`src/rtl/gcb_pkg.sv`:
```
// Package: shared sizes and the mask-select encoding for the barrier checker.
// Assumes the collector tag occupies the top TAG_W bits of a pointer.
package gcb_pkg;
    localparam int PTR_W = 64;
    localparam int TAG_W = 3;
    localparam int ACC_N = 2 ** TAG_W;
    localparam int ST_N  = 2 ** (2 * TAG_W);
    localparam int IDX_W = 2 * TAG_W;

    typedef enum logic {
        CFG_ACC = 1'b0,
        CFG_ST  = 1'b1
    } cfg_sel_e;
endpackage

```
`src/rtl/gcb_index_gen.sv`:
```
// Module: forms the mask index for a request and looks up the trap bit.
// Assumes ptr_store is already qualified with the store flag. Purely
// combinational. Plain accesses use the address tag zero-extended.
module gcb_index_gen #(
    parameter int TAG_W = gcb_pkg::TAG_W,
    localparam int ACC_N = 2 ** TAG_W,
    localparam int ST_N  = 2 ** (2 * TAG_W),
    localparam int IDX_W = 2 * TAG_W
) (
    input  logic             clk,
    input  logic             rst_n,
    input  logic             ptr_store,
    input  logic [TAG_W-1:0] addr_tag,
    input  logic [TAG_W-1:0] data_tag,
    input  logic [ACC_N-1:0] acc_mask,
    input  logic [ST_N-1:0]  st_mask,
    output logic [IDX_W-1:0] idx,
    output logic             hit
);
    // Index selection: concatenated tags for pointer stores, address tag otherwise.
    always_comb begin
        if (ptr_store)
            idx = {data_tag, addr_tag};
        else
            idx = {{TAG_W{1'b0}}, addr_tag};
    end

    // Mask lookup: the selected mask bit decides the trap.
    always_comb begin
        if (ptr_store)
            hit = st_mask[idx];
        else
            hit = acc_mask[idx[TAG_W-1:0]];
    end

    AST_ACC_IDX_RANGE: assert property (@(posedge clk) disable iff (!rst_n)
        !ptr_store |-> (idx < IDX_W'(ACC_N)));
endmodule

```
`config.mk`:
```
export PLATFORM = sky130hd
export DESIGN_NAME = gcb_index_gen
export DESIGN_NICKNAME = d
export VERILOG_FILES = /design/src/rtl/gcb_pkg.sv /design/src/rtl/gcb_index_gen.sv
export SDC_FILE = /design/constraint.sdc
export NUM_CORES = 1
export LEC_CHECK = 0
export ABC_AREA = 1
export BUFFER_PORTS_ARGS = -buffer_cell sky130_fd_sc_hd__buf_2
export CAP_MARGIN = 20
export CORE_ASPECT_RATIO = 1.25
export CORE_UTILIZATION = 30
export DETAILED_ROUTE_END_ITERATION = 6
export GPL_TIMING_DRIVEN = 0
export PLACE_DENSITY_LB_ADDON = 0.15
export SLEW_MARGIN = 20
export SYNTH_ARGS = -nofsm -noshare
export SYNTH_HDL_FRONTEND = slang
export SYNTH_SLANG_ARGS = --single-unit
```
`constraint.sdc`:
```
create_clock -name vclk -period 1.68
set_input_delay 0.084 -clock vclk [all_inputs]
set_output_delay 0.084 -clock vclk [all_outputs]
set_load 0.03 [all_outputs]
```
==> results of run 1 <==
worst max-delay path: cells and delay by family:
kind / cells / cell delay [ns]
buffers and inverters: 3 / 0.67
and+or+nand+nor: 7 / 0.51
cell families (layout without fill, tap and decap cells):
logic type,count (synthesis),in the layout,synth area share
compound gates,7,7,0.04418
buf+inv,23,106,0.2018
simple gates,155,155,0.7541
layout make-up:
type / count / share of cell area
buffer: 14 / 0.09952
timing repair buffer: 83 / 0.3177
tap: 34 / 0.03254
multi-input combinational: 162 / 0.5187
inverter: 9 / 0.03158
stage by stage:
stage	cells	setup slack [ns]
after CTS	302	0.3346
after global routing	302	0.2099
after global placement	302	0.3512
final	302	0.3249
after floorplan	185	0.3545
after detailed placement	302	0.3426
Yosys cell counts, drive strengths merged:
| master | count | share of area |
|---|---|---|
| nor2 | 6 | 0.027 |
| buf | 14 | 0.15 |
| o21ai | 4 | 0.024 |
| a21oi | 1 | 0.0059 |
| inv | 8 | 0.044 |
| nand2 | 104 | 0.46 |
| clkinv | 1 | 0.0044 |
| o22ai | 2 | 0.015 |
| nand3 | 45 | 0.27 |
cells in the final DEF (no fill, tap or decap):
cell type / count
inv_8: 1
inv_2: 1
buf_6: 6
nand2_2: 1
o21ai_0: 4
clkinv_1: 1
o22ai_1: 2
a21oi_1: 1
nand2_1: 103
nor2_1: 6
inv_1: 6
buf_8: 1
nand3_1: 45
buf_2: 85
buf_4: 5
final timing paths:
check	startpoint	to	slack [ns]	cells past startpoint
hold / removal	addr_tag[1]	idx[1]	0.42	2
setup / recovery	addr_tag[2]	hit	0.32	10
per-layer routing:
layer / vias up / part of all wire
met5: - / 0
met4: 0 / 0
met3: 0 / 0.063
met2: 54 / 0.49
met1: 536 / 0.45
li1: 755 / -
power breakdown:
part | switching, mW | internal (mW)
Sequential | 0 | 0
Combinational | 0.169 | 0.158
Clock | 0 | 0
==> flow_summary.yaml, run 1 <==
setup_path:
  worst-setup-path-type: "in2out"
  cpPeakStageDelay_ns: 0.28
  required_ns: 1.60
  cp_slowest_cell: "clkinv_1"
  critPathMaxFanout: 10
  cp_cell_sequence: "buf_2 -> clkinv_1 -> nand2_1 -> nand3_1 -> nand3_1 -> nand2_1 -> nand2_1 -> nand2_1 -> nor2_1 -> buf_2"
  cp.arrival_ns: 1.27
  cp-end-kind: "output port"
  start_kind: "input pin"
  cp_common_cell: "nand2_1"
grt:
  use_met3: 0.004938
  overflow: 0
  first_global_vias: 1042
  grt_antenna_before_repair: 0
  grt_pass1_wl_um: 4188
  grt_start_max_net_pins: 11
  grt_use_met1: 0.2014
  use_met2: 0.3378
  busiest_layer: "met2"
  grtUsageTotal: 0.1648
placed_design:
  portBuffers: 83
  dp_hpwl_um: 2262
  placed_area_um2: 1308
  routabilityCongestion: 0.7525
status:
  outcome: "finished clean"
route:
  vias: 1345
  drtIter0Drc: 15
  dr.pass1.iters: 4
  wl_per_cell_um: 8.987
  ant_nets: 0
  drc: 0
  routed_wl_um: 2714
  vias_per_cell: 4.454
layout:
  drive_gt1_frac: 0.3731
  diodes: 0
  regArea_um2: 0
  area_growth_pct: 53.90
  n_sequential_cell: 0
  final_util: 0.4879
  fillers: 331
  multi_input_area_um2: 678.2
  clock_buffers: 0
  design_area_um2: 1308
  nets: 351
sta:
  hold_viol: 0
  finalSetupTns_ns: 0
  slew_viol_final: 0
  clock.fmax_mhz: 737.9
  worst-slew-pin-transition_ns: 0.2666
  period_share: 0.8066
  fin_crit_ns: 1.355
  grt_setup_unrepaired: "no"
  setup_violations: 0
  holdWs_ns: 0.4189
  relSlewSlack: 0.8211
synthesis:
  yosysUniqueCellTypes: 15
  netlist_area_um2: 849.6
  syn_inst: 185
  synth.avg_cell_area_um2: 4.592
  yosys_warnings: 0
  synth_fp_nets: 266
  ys_seq_area_frac: 0
clocking:
  cts_resized: 0
  holdBufCountCts: 0
  post-cts-setup-buffers: 0
power_and_ir_drop:
  ir_drop_v: 0.0001204
  p_total_mw: 0.3272
  leakage_nw: 0.8305
  pwr_density_cell_nw_per_um2: 250.2
floorplan:
  initial_utilization: 0.3170
  ios: 88
  fp.dieH_um: 61.50
  fp.dieW_um: 49.60
  core_um2: 2680
  core.rowCount: 21
  die_area_um2: 3050
hold_path:
  worstHoldPathType: "in2out"
run:
  drv_cap: 0
No activity file was read; power rests on OpenSTA's default activity.
==> run 2: changes to the inputs <==
==> constraint.sdc (replaced) <==
create_clock -name vclk -period 1.32
set_input_delay 0.066 -clock vclk [all_inputs]
set_output_delay 0.066 -clock vclk [all_outputs]
set_load 0.03 [all_outputs]
==> flow_summary.yaml, run 2 (same netlist as run 1, synthesis figures left out) <==
route:
  routed_wl_um: 2850
  dr.pass1.iters: 4
  ant_nets: 0
  wl_per_cell_um: 9.314
  vias: 1380
  drtIter0Drc: 21
  drc: 0
  vias_per_cell: 4.510
sta:
  period_share: 0.9193
  slew_viol_final: 0
  holdWs_ns: 0.3829
  hold_viol: 0
  clock.fmax_mhz: 824.1
  relSlewSlack: 0.8443
  finalSetupTns_ns: 0
  setup_violations: 0
  fin_crit_ns: 1.213
  worst-slew-pin-transition_ns: 0.2335
power_and_ir_drop:
  leakage_nw: 0.8648
  seqPwrFrac: 0
  swShare: 0.5054
  ir_drop_v: 0.0001911
  combPwrFrac: 1.000
  internal_power_mw: 0.2225
  clkPwrFrac: 0
  p_sw_mw: 0.2273
  pwr_density_cell_nw_per_um2: 320.7
layout:
  layout_common_cells: "nand2_1, buf_2, nand3_1"
  final_util: 0.5233
  area_growth_pct: 65.10
  clock_buffers: 0
  drive_gt1_frac: 0.4007
  n_sequential_cell: 0
  design_area_um2: 1403
  nets: 355
  final_common_cell: "nand2_1"
  regArea_um2: 0
  diodes: 0
placed_design:
  routabilityCongestion: 0.7525
  dp_hpwl_um: 2262
  portBuffers: 83
  placed_area_um2: 1308
floorplan:
  core_um2: 2680
  ios: 88
  initial_utilization: 0.3170
  core.rowCount: 21
  fp.dieH_um: 61.50
  fp.dieW_um: 49.60
  die_area_um2: 3050
setup_path:
  cp.arrival_ns: 1.15
  critPathMaxFanout: 10
  required_ns: 1.25
  cp-startpoint: "addr_tag[1]"
  cp-end-kind: "output port"
  start_kind: "input pin"
  worst-setup-path-type: "in2out"
clocking:
  holdBufCountCts: 0
grt:
  first_global_vias: 1042
  grt_antenna_before_repair: 0
  grt_pass1_wl_um: 4188
  overflow: 0
  grt_start_max_net_pins: 11
  grtUsageTotal: 0.1648
status:
  outcome: "finished clean"
hold_path:
  min_to: "idx[1]"
  hold_depth: 2
  hold_start: "addr_tag[1]"
  worstHoldPathType: "in2out"
run:
  drv_cap: 0
==> run 2: cell count changes in the layout (fill, tap and decap cells not counted), moves of 2 or more <==
cell / change
buf_4: +3
buf_6: -2
nand3_1: -3
nand3_2: +3
buf_2: -2
==> run 2: routing by layer <==
| metal | up-vias | wire [um] | track usage |
|---|---|---|---|
| li1 | 764 | - | - |
| met1 | 560 | 1254 | 0.2014 |
| met2 | 56 | 1410 | 0.3378 |
| met3 | 0 | 184 | 0.004938 |
| met4 | 0 | 0 | 0 |
| met5 | - | 0 | 0 |
==> run 2: how the worst max path moves through the flow <==
| stage | to | slack (ns) | cells past startpoint |
|---|---|---|---|
| 6_report | hit | 0.11 | 10 |
| 5_1_grt | hit | -0.01 | 12 |
| 4_1_cts | hit | 0.01 | 10 |
| 3_5_place_dp | hit | 0.02 | 10 |
| 3_3_place_gp | hit | 0.03 | 10 |
| 2_1_floorplan | hit | 0.03 | 13 |
==> run 2: area by class of cell <==
class | count | area, um2
multi-input combinational | 162 | 696.9
timing repair inverter | 1 | 5.005
buffer | 14 | 145.1
timing repair buffer | 86 | 457.9
fill | 317 | 1277
tap | 34 | 42.54
inverter | 9 | 55.05
==> run 2: repair_timing <==
action | CTS | global route
hold endpoints to repair | 0 | 0
endpoints found under the setup margin | 0 | 1
buffers inserted | 0 | 2
gates resized for setup | 0 | 16
==> run 2: per-stage QoR <==
stage | power [mW] | worst slack (ns) | std cells
after floorplan | 0.2562 | 0.03049 | 185
after global placement | 0.4204 | 0.02717 | 302
after detailed placement | 0.4206 | 0.01865 | 302
after CTS | 0.4225 | 0.01058 | 302
after global routing | 0.5064 | -0.01130 | 306
final | 0.4498 | 0.1066 | 306
==> run 2: critical path, cell delays in order <==
cell and delay [ns]:
buf_6 0.13, clkbuf_4 0.22, nand3_1 0.09, nand2_1 0.09
nand2_1 0.06, nand3_2 0.07, nand3_2 0.08, a21oi_2 0.13
nor2_1 0.05, buf_4 0.16
==> run 2: power by group through the flow <==
stage	clock [mW]	combinational [mW]	sequential, mW
after CTS	0	0.422	0
after global placement	0	0.420	0
after floorplan	0	0.256	0
after global routing	0	0.506	0
final	0	0.450	0
after detailed placement	0	0.421	0
==> run 3: changes to the inputs <==
--- a/config.mk
+++ b/config.mk
@@ -9,7 +9,7 @@
 export BUFFER_PORTS_ARGS = -buffer_cell sky130_fd_sc_hd__buf_2
 export CAP_MARGIN = 20
 export CORE_ASPECT_RATIO = 1.25
-export CORE_UTILIZATION = 30
+export CORE_UTILIZATION = 37
 export DETAILED_ROUTE_END_ITERATION = 6
 export GPL_TIMING_DRIVEN = 0
 export PLACE_DENSITY_LB_ADDON = 0.15
==> flow_summary.yaml, run 3 (same netlist as run 1, synthesis figures left out) <==
status:
  outcome: "finished clean"
grt:
  grt_start_max_net_pins: 11
  grt_antenna_before_repair: 0
  overflow: 0
  grt_pass1_wl_um: 4084
  grtUsageTotal: 0.1987
  first_global_vias: 1091
power_and_ir_drop:
  swShare: 0.4957
  internal_power_mw: 0.2254
  leakage_nw: 0.8725
  ir_drop_v: 0.0002062
  seqPwrFrac: 0
  combPwrFrac: 1.000
  p_sw_mw: 0.2215
  clkPwrFrac: 0
  pwr_density_cell_nw_per_um2: 317.5
sta:
  hold_viol: 0
  finalSetupTns_ns: 0
  holdWs_ns: 0.3838
  fin_crit_ns: 1.198
  clock.fmax_mhz: 834.4
  relSlewSlack: 0.8786
  slew_viol_final: 0
  setup_violations: 0
  worst-slew-pin-transition_ns: 0.1820
  period_share: 0.9079
  grt_setup_unrepaired: "no"
route:
  drc: 0
  vias_per_cell: 4.587
  routed_wl_um: 2574
  wl_per_cell_um: 8.439
  ant_nets: 0
  routed.top_layer: "met3"
  wl_met3_um: 158
  vias: 1399
  dr.pass1.iters: 4
  drtIter0Drc: 33
  drt-met1-wl_um: 1088
  dr_wl_met2_um: 1327
layout:
  clock_buffers: 0
  layout_common_cells: "nand2_1, buf_2, nand3_1"
  regArea_um2: 0
  drive_gt1_frac: 0.4051
  area_growth_pct: 65.68
  final_common_cell: "nand2_1"
  fillers: 247
  design_area_um2: 1408
  nets: 357
  diodes: 0
  n_sequential_cell: 0
floorplan:
  fp.dieH_um: 55.58
  fp.dieW_um: 44.86
  core_um2: 2187
  core.rowCount: 19
  initial_utilization: 0.3884
  die_area_um2: 2493
  ios: 88
setup_path:
  cp.arrival_ns: 1.13
  cp-end-kind: "output port"
  start_kind: "input pin"
  required_ns: 1.25
  worst-setup-path-type: "in2out"
  critPathMaxFanout: 10
placed_design:
  routabilityCongestion: 0.7712
  dp_hpwl_um: 2071
  portBuffers: 83
  placed_area_um2: 1304
run:
  drv_cap: 0
hold_path:
  worstHoldPathType: "in2out"
run 3: changes by cell type in the layout (fill, tap and decap cells not counted):
cell     before  now
buf_6         4    6
nand2_1     103  101
nand2_2       1    3
a21oi_1       0    1
a21oi_2       1    0
buf_4         8    9
buf_8         2    1
inv_4         0    1
inv_6         1    0
nand3_1      42   43
nand3_2       3    2
run 3: metal layers:
metal / GRT usage / vias to the layer above
li1: - / 766
met1: 0.2240 / 584
met2: 0.4013 / 49
met3: 0.006494 / 0
met4: 0.01732 / 0
met5: 0 / -
run 3: final timing paths:
check,from,to,depth (start not counted)
setup / recovery,addr_tag[1],hit,11
hold / removal,addr_tag[0],idx[0],2
run 3: what timing repair did:
item	CTS	global route
resized for setup	0	15
buffers inserted	0	4
hold buffers	0	0
endpoints found under the setup margin	0	1
run 3: power groups by stage:
stage | combinational (mW) | sequential (mW) | clock, mW
6_report | 0.447 | 0 | 0
5_1_grt | 0.504 | 0 | 0
4_1_cts | 0.418 | 0 | 0
3_5_place_dp | 0.416 | 0 | 0
3_3_place_gp | 0.415 | 0 | 0
2_1_floorplan | 0.256 | 0 | 0
run 3: cell type report:
type | instances | area, um2 | share of cell area
Buffer | 14 | 141.4 | 0.1004
Inverter | 9 | 52.55 | 0.03733
Multi-Input combinational cell | 162 | 693.2 | 0.4924
Tap cell | 31 | 38.79 | 0.02756
Timing Repair Buffer | 88 | 476.7 | 0.3387
Timing Repair inverter | 1 | 5.005 | 0.003556
run 3: worst max-delay path: stages:
cell and delay (ns):
buf_6 0.12, inv_4 0.10, buf_6 0.15, nand3_1 0.09, nand2_1 0.07, nand2_1 0.05, nand3_1 0.07, nand3_1 0.07
a21oi_1 0.14, nor2_1 0.05, buf_4 0.16
run 3: stage by stage:
stage	worst slack, ns	instances	power [mW]	utilization
4_1_cts	0.04280	299	0.4177	0.5961
3_5_place_dp	0.04501	299	0.4158	0.5961
2_1_floorplan	0.03049	185	0.2562	-
6_report	0.1216	305	0.4469	0.6436
5_1_grt	0.0007995	305	0.5044	0.6436
3_3_place_gp	0.03835	299	0.4149	0.5961
